<file path="config.mk">
export PLATFORM = sky130hd
export DESIGN_NAME = seg_addr_gen
export DESIGN_NICKNAME = d
export VERILOG_FILES = /design/src/rtl/eag_pkg.sv /design/src/rtl/eag_offset.sv /design/src/rtl/eag_segsel.sv /design/src/rtl/seg_addr_gen.sv
export SDC_FILE = /design/constraint.sdc
export NUM_CORES = 1
export LEC_CHECK = 0
export BUFFER_PORTS_ARGS = -buffer_cell sky130_fd_sc_hd__buf_2
export CAP_MARGIN = 20
export CORE_ASPECT_RATIO = 1.1
export CORE_MARGIN = 4
export CORE_UTILIZATION = 39
export CTS_CLUSTER_DIAMETER = 200
export DETAILED_ROUTE_END_ITERATION = 10
export HOLD_SLACK_MARGIN = 0.06
export MAX_ROUTING_LAYER = met4
export PLACE_DENSITY = 0.66
export RECOVER_POWER = 100
export SLEW_MARGIN = 20
export SYNTH_ARGS = -nofsm -noshare
export SYNTH_HDL_FRONTEND = slang
export SYNTH_SLANG_ARGS = --single-unit
</file>
<file path="constraint.sdc">
create_clock -name clk -period 2.3 [get_ports clk]
set_clock_uncertainty 0.15 [all_clocks]
set_input_delay 0.345 -clock clk [delete_from_list [all_inputs] [get_ports clk]]
set_output_delay 0.345 -clock clk [all_outputs]
set_load 0.005 [all_outputs]
</file>
<file path="src/rtl/eag_pkg.sv">
package eag_pkg;
  typedef enum logic [2:0] {
    RS_NONE = 3'd0,
    RS_BX   = 3'd1,
    RS_BP   = 3'd2,
    RS_SI   = 3'd3,
    RS_DI   = 3'd4
  } reg_sel_e;

  typedef enum logic [1:0] {
    SEG_ES = 2'd0,
    SEG_CS = 2'd1,
    SEG_SS = 2'd2,
    SEG_DS = 2'd3
  } seg_id_e;

  typedef enum logic [1:0] {
    DK_NONE = 2'd0,
    DK_BYTE = 2'd1,
    DK_WORD = 2'd2,
    DK_BAD  = 2'd3
  } disp_kind_e;

  localparam int NUM_SEGS = 4;
endpackage

</file>
<file path="src/rtl/eag_offset.sv">
module eag_offset
  import eag_pkg::*;
#(
  parameter int W = 16
) (
  input  logic [2:0]   base_sel,
  input  logic [2:0]   index_sel,
  input  logic [1:0]   disp_kind,
  input  logic [W-1:0] disp,
  input  logic [W-1:0] reg_bx,
  input  logic [W-1:0] reg_bp,
  input  logic [W-1:0] reg_si,
  input  logic [W-1:0] reg_di,
  output logic [W-1:0] offset,
  output logic         err
);
  logic [W-1:0] base_v, idx_v, disp_v;
  logic         base_bad, idx_bad, disp_bad;

  always_comb begin
    base_v   = '0;
    base_bad = 1'b0;
    case (base_sel)
      RS_NONE: base_v = '0;
      RS_BX:   base_v = reg_bx;
      RS_BP:   base_v = reg_bp;
      default: base_bad = 1'b1;
    endcase
  end

  always_comb begin
    idx_v   = '0;
    idx_bad = 1'b0;
    case (index_sel)
      RS_NONE: idx_v = '0;
      RS_SI:   idx_v = reg_si;
      RS_DI:   idx_v = reg_di;
      default: idx_bad = 1'b1;
    endcase
  end

  always_comb begin
    disp_v   = '0;
    disp_bad = 1'b0;
    case (disp_kind)
      DK_NONE: disp_v = '0;
      DK_BYTE: disp_v = {{(W-8){disp[7]}}, disp[7:0]};
      DK_WORD: disp_v = disp;
      default: disp_bad = 1'b1;
    endcase
  end

  assign offset = base_v + idx_v + disp_v;
  assign err    = base_bad | idx_bad | disp_bad;
endmodule

</file>
<file path="src/rtl/eag_segsel.sv">
module eag_segsel
  import eag_pkg::*;
#(
  parameter int W  = 16,
  parameter int SH = 4,
  localparam int LW = W + SH
) (
  input  logic [2:0]    base_sel,
  input  logic          ovr_en,
  input  logic [1:0]    ovr_seg,
  input  logic [W-1:0]  seg_es,
  input  logic [W-1:0]  seg_cs,
  input  logic [W-1:0]  seg_ss,
  input  logic [W-1:0]  seg_ds,
  input  logic [W-1:0]  offset,
  output logic [1:0]    seg_id,
  output logic [LW-1:0] linear
);
  logic [W-1:0] seg_vals [NUM_SEGS];
  logic [W-1:0] seg_val;

  assign seg_vals[SEG_ES] = seg_es;
  assign seg_vals[SEG_CS] = seg_cs;
  assign seg_vals[SEG_SS] = seg_ss;
  assign seg_vals[SEG_DS] = seg_ds;

  always_comb begin
    if (ovr_en)                    seg_id = ovr_seg;
    else if (base_sel == RS_BP)    seg_id = SEG_SS;
    else                           seg_id = SEG_DS;
  end

  assign seg_val = seg_vals[seg_id];
  assign linear  = {seg_val, {SH{1'b0}}} + {{SH{1'b0}}, offset};
endmodule

</file>
<file path="src/rtl/seg_addr_gen.sv">
module seg_addr_gen
  import eag_pkg::*;
#(
  parameter int W  = 16,
  parameter int SH = 4,
  localparam int LW = W + SH
) (
  input  logic          clk,
  input  logic          rst_n,
  input  logic          in_valid,
  output logic          in_ready,
  input  logic [2:0]    base_sel,
  input  logic [2:0]    index_sel,
  input  logic [1:0]    disp_kind,
  input  logic [W-1:0]  disp,
  input  logic          ovr_en,
  input  logic [1:0]    ovr_seg,
  input  logic [W-1:0]  reg_bx,
  input  logic [W-1:0]  reg_bp,
  input  logic [W-1:0]  reg_si,
  input  logic [W-1:0]  reg_di,
  input  logic [W-1:0]  seg_es,
  input  logic [W-1:0]  seg_cs,
  input  logic [W-1:0]  seg_ss,
  input  logic [W-1:0]  seg_ds,
  output logic          out_valid,
  input  logic          out_ready,
  output logic [W-1:0]  ea_offset,
  output logic [1:0]    ea_seg,
  output logic [LW-1:0] ea_linear,
  output logic          ea_err
);
  logic [W-1:0]  off_c;
  logic          err_c;
  logic [1:0]    seg_c;
  logic [LW-1:0] lin_c;
  logic          in_fire;

  eag_offset #(.W(W)) u_off (
    .base_sel (base_sel),
    .index_sel(index_sel),
    .disp_kind(disp_kind),
    .disp     (disp),
    .reg_bx   (reg_bx),
    .reg_bp   (reg_bp),
    .reg_si   (reg_si),
    .reg_di   (reg_di),
    .offset   (off_c),
    .err      (err_c)
  );

  eag_segsel #(.W(W), .SH(SH)) u_seg (
    .base_sel(base_sel),
    .ovr_en  (ovr_en),
    .ovr_seg (ovr_seg),
    .seg_es  (seg_es),
    .seg_cs  (seg_cs),
    .seg_ss  (seg_ss),
    .seg_ds  (seg_ds),
    .offset  (off_c),
    .seg_id  (seg_c),
    .linear  (lin_c)
  );

  assign in_ready = !out_valid || out_ready;
  assign in_fire  = in_valid && in_ready;

  always_ff @(posedge clk or negedge rst_n) begin
    if (!rst_n) begin
      out_valid <= 1'b0;
      ea_offset <= '0;
      ea_seg    <= '0;
      ea_linear <= '0;
      ea_err    <= 1'b0;
    end else if (in_ready) begin
      out_valid <= in_valid;
      if (in_valid) begin
        ea_offset <= off_c;
        ea_seg    <= seg_c;
        ea_linear <= lin_c;
        ea_err    <= err_c;
      end
    end
  end

  AST_ACCEPT_SHOWS: assert property (@(posedge clk) disable iff (!rst_n)
    in_fire |=> out_valid);
  AST_STALL_HOLDS: assert property (@(posedge clk) disable iff (!rst_n)
    out_valid && !out_ready |=> out_valid && $stable(ea_offset) && $stable(ea_linear) && $stable(ea_seg));
  AST_BP_STACK: assert property (@(posedge clk) disable iff (!rst_n)
    in_fire && !ovr_en && base_sel == RS_BP |=> ea_seg == SEG_SS);
  AST_BX_DATA: assert property (@(posedge clk) disable iff (!rst_n)
    in_fire && !ovr_en && base_sel == RS_BX |=> ea_seg == SEG_DS);
  AST_OVR_WINS: assert property (@(posedge clk) disable iff (!rst_n)
    in_fire && ovr_en |=> ea_seg == $past(ovr_seg));
  AST_IDX_ILLEGAL: assert property (@(posedge clk) disable iff (!rst_n)
    in_fire && (index_sel == RS_BX || index_sel == RS_BP) |=> ea_err);
endmodule

</file>
Word level (Yosys, flattened, before mapping)

Index checks and enable logic that the tools add are counted.
Widths: inputs -> output; s select.

$add $sub $neg: 3
$mul: 0
Divide/modulo/power cells: 0
$lt $le $gt $ge: 1
Equal/unequal tests: 6
Shift-type cells: 0
Multiplexer cells: 11
Bitwise gates (word level): 3
Reduce and logical (&&, ||, !) cells: 9

Operators with widths:

| cell               | count |
|---|---|
| $pmux 16 s2        | 3 |
| $add 16x16->16     | 2 |
| $bmux 16 s2        | 1 |
| $mux 16            | 2 |
| $add 20x16->20     | 1 |
| $reduce_or 3->1    | 3 |
| $eq 3x2->1 const B | 2 |
| $logic_not 3->1    | 2 |
| $mux 1             | 4 |
| $eq 3x1->1 const B | 1 |
| $eq 3x3->1 const B | 1 |
| $ge 3x3->1 const B | 1 |
| $not 2->3          | 1 |
| $eq 2x1->1 const B | 1 |
| $eq 2x2->1 const B | 1 |
| $logic_not 2->1    | 1 |
| $mux 2             | 1 |
| $or 1x1->1         | 2 |
| $reduce_and 2->1   | 1 |
| $logic_not 1->1    | 1 |
| $logic_or 1x1->1   | 1 |

Register bits after elaboration: 40
Bits in latches: 0
Bits in writable memories: 0
Bits in read-only memories: 0
Output and inout port bits: 41
Memories kept: 0

Logic depth before layout (Yosys ltp)

Word-level depth: 8
Gate-level depth with buffers: 27

By module

A second synthesis with hierarchy kept.

Cell total of the unflattened synthesis: 426
Area, all modules: 4310.4 um2

By module, submodules not included:

| module       | times used | cells each | area an instance (um2) | sequential area each (um2) |
|---|---|---|---|---|
| eag_offset   | 1          | 227        | 1659.1                 | 0.0 |
| seg_addr_gen | 1          | 86         | 1540.2                 | 1001.0 |
| eag_segsel   | 1          | 113        | 1111.1                 | 0.0 |

Worst setup path after synthesis

No wires, ideal clock.

Path type: input to register
Start: in base_sel[0]
End: reg ea_linear[16]
Library setup time: 0.126 ns
Data arrival time: 5.052 ns
Required time: 2.024 ns
Path slack: -3.028 ns
Stages on the path: 24
Buffers on the path: 2
Cell sequence: nor2b_1 clkbuf_1 clkbuf_1 a22oi_1 or2_2 fa_1 inv_1 ha_1 and2_1 a221oi_2 nand2_1 a21o_1 a21oi_1 xnor2_1 ha_1 o21ai_0 o21bai_1 a21oi_1 or3b_1 mux2i_1 o21ai_1 a21oi_4 nor2_2 a311o_1

Elaborated cells between the ends (all ways): 12

RTL lines:

| what                                     | line               | source |
|---|---|---|
| from (decl)                              | seg_addr_gen.sv:12 | `input logic [2:0] base_sel,` |
| $eq 3x2->1 or $eq 3x1->1 (tied branches) | eag_offset.sv:23   | `case (base_sel)` |
| $pmux 16 s2 (*)                          | eag_offset.sv:23   |  |
| $add 16x16->16 (*) (2 in a row)          | eag_offset.sv:53   | `assign offset = base_v + idx_v + disp_v;` |
| net off_c[8]                             | seg_addr_gen.sv:33 | `logic [W-1:0] off_c;` |
| $add 20x16->20 (*)                       | eag_segsel.sv:34   | `assign linear = {seg_val, {SH{1'b0}}} + {{SH{1'b0}}, offset};` |
| to (signal assigned)                     | seg_addr_gen.sv:80 | `ea_linear <= lin_c;` |
| to (decl)                                | seg_addr_gen.sv:30 | `output logic [LW-1:0] ea_linear,` |

Mark *: on every way through the listed nets, which the timed path passes. The rest lies on a longest branch. The select of a mux whose other input is x is not followed.
A chain may end at the register's enable or synchronous reset.

Final worst setup path

Same ends and word-level chain as after synthesis.

==> results by group <==
Status
  – Run status: complete, but fails checks
  – Failing checks: negative setup slack

Floorplan
  – Die width: 106 microns
  – Cell row count: 39
  – Num ports: 200
  – Core Region: 10400 sq um
  – Initial Util: 40.0%
  – Die Y: 116 microns
  – Die area: 12400 sq um

Pwr
  – Tot Pwr: 3.90 mW
  – Worst IR drop on VDD: 0.394 mV
  – Pwr Density: 558 nW/um^2
  – Leak Pwr: 3.43 nW

Cells and area
  – Layout cells sized above 1: 56.4%
  – Design area: 6990 sq um
  – Synth-to-Final Area Change: 68.2%
  – Fin nets: 994

Detailed routing
  – Routed WL: 14.1 mm
  – Remaining DRCs: 0
  – Routed via count: 4772
  – Starting DRC count in detailed routing: 182
  – Router iterations before antenna repair: 4
  – Post-route antenna net violation count: 0
  – WL per Instance: 15.1 microns
  – Vias per inst: 5.10

Synthesis
  – Post-synth top cells: nand2_1 (93), dfrtp_1 (36), inv_1 (32), a22oi_1 (31), ha_1 (28)
  – Area share of the largest cell type after synthesis: 21.7%
  – Synth area leader: dfrtp_1
  – Post-synth ARST share: 100%
  – Synth Flop Type: dfrtp_1
  – Number of synthesized flops with an enable pin: 0
  – Register area share after synthesis: 21.7%
  – Synth Register Bits: 36
  – Net count after synthesis: 687
  – Synthesized area per cell: 8.61 sq um
  – Netlist Area Pre-Place: 4160 sq um
  – Synth Warn #: 0
  – Count leader, synth: nand2_1
  – Ranking of synthesized cells by area: dfrtp_1 (22%), mux4_2 (8.7%), ha_1 (8.4%)
  – Post-Syn Instances: 483
  – Yosys cell types: 56

Timing
  – Final hold violations: 0
  – Minimum clock period: 4.81 ns
  – RSZ-0062 raised after global routing: true
  – Period utilization: 209%
  – Hold WS: 0.141 ns
  – Slew headroom: 38.9%
  – Fin worst setup slack: -2.51 ns
  – FMAX: 208 MHz
  – Final setup violation count: 30
  – Final setup TNS: -41.78 ns
  – Final count of pins violating max slew: 0
  – Slew at the pin closest to its max-slew limit: 0.916 ns

GRT
  – Total track usage: 22.2%
  – Vias in the first global route: 4867
  – First-pass GRT wire length: 21.8 mm
  – Gr ovfl total: 0
  – Initial antenna violation count: 1
  – Largest net degree at the start of global routing: 37

Placement
  – DP Wirelength: 11.2 mm
  – Dpl ws: -2.88 ns
  – Placed cell areas: 6160 sq um
  – Port buffer count: 199
  – Placer Congestion: 0.888

Setup path
  – Crit path kind: in -> reg
  – Critical Path Start Type: primary input
  – Buf/Inv on CP: 4
  – CP Depth: 25
  – CP max stage delay: 0.53 ns
  – Top delay family on crit path: compound AO/OA/AOI/OAI gates
  – FF-to-FF path depth: 6
  – Max stage delay cell, worst path: fa_1
  – Worst Path Arrival: 4.82 ns
  – CP Capture Type: flop
  – CP max FO: 7
  – Required time worst endpoint: 2.31 ns

CTS
  – CTS sink cnt: 36
  – Clk slew on worst S/H paths: 0.05 ns
  – Clk_lat worst skew: 0.28 ns
  – CTS HTree Levels: 2
  – TritonCTS Buffers: 5
  – Root Buffer: clkbuf_16
  – Max Root-Sink Buffers: 2
  – CTS tree: built

Worst hold path
  – WHS Path Cells: 2
  – Hold Path Class: in -> reg

Flow run
  – Max Cap Viol: 0
==> worst paths after layout <==
kind                       slack [ns]                         to                       from
min in group asynchronous        0.60   ea_linear[4]$_DFFE_PN0P_                      rst_n
max reg2reg                      0.20   ea_linear[7]$_DFFE_PN0P_      out_valid$_DFFE_PN0N_
min reg2reg                      0.31  ea_linear[11]$_DFFE_PN0P_  ea_linear[11]$_DFFE_PN0P_
max                             -2.51  ea_linear[16]$_DFFE_PN0P_                base_sel[0]
min                              0.14      out_valid$_DFFE_PN0N_                   in_valid
max in group asynchronous        0.83  ea_linear[14]$_DFFE_PN0P_                      rst_n
==> sequential cells by signal, indices dropped and copies added, names as in the netlist <==
| name | flops |
|---|---|
| ea_linear | 16 |
| out_valid | 1 |
| ea_seg | 2 |
| ea_err | 1 |
| ea_offset | 16 |
==> power breakdown <==
| part | switching (mW) | internal [mW] | total [mW] |
|---|---|---|---|
| combinational | 1.04 | 1.19 | 2.23 |
| clock | 0.255 | 0.509 | 0.764 |
| sequential | 0.0973 | 0.814 | 0.911 |
==> per-layer routing <==
layer  up-vias  share of wire [%]  track usage, %
met5         -                  0               -
met2       155                 52            40.5
met4         0                1.7            5.80
met3        18                4.7            1.88
li1       2317                  -               -
met1      2282                 41            26.6
==> layout by cell type, fill, tap and decap left out, types with 15 or more instances in the layout <==
cell      synthesis  final
nand2_1          93     80
dfrtp_1          36     36
clkbuf_1         15     23
mux4_2           16     16
buf_2             1    173
fa_1             17     15
a22oi_1          31     25
inv_1            32     23
nor2_1           22     17
buf_4             4    109
==> per-stage QoR <==
| step | std cells | util [%] |
|---|---|---|
| after floorplan | 483 | - |
| after global placement | 898 | 59.3 |
| after detailed placement | 898 | 59.3 |
| after CTS | 923 | 64.9 |
| after global routing | 935 | 67.3 |
| final | 935 | 67.3 |
==> area by class of cell <==
class,count,area (sq um)
multi-input combinational,391,3600
tap,143,179
clock inverter,2,35.0
clock buffer,6,129
timing repair buffer,324,2020
sequential,36,901
antenna,1,2.50
inverter,32,123
fill,853,3400
==> cell families after synthesis <==
group	share of synthesized area [%]
adder cells (fa/ha/maj)	16.6
AO/OA/AOI/OAI	21.5
multiplexers	9.69
XOR/XNOR	5.27
AND/OR/NAND/NOR	19.4
buffers and inverters	5.90
flip-flops	21.7
==> timing repair <==
item,CTS,global route
pin swaps,48,41
gates resized for setup,68,42
setup buffers,16,12
endpoints found under the setup margin,30,30
endpoints found under the hold margin,36,0
hold buffers,1,0
cloned,1,0
(Power assumes the default switching activity.)
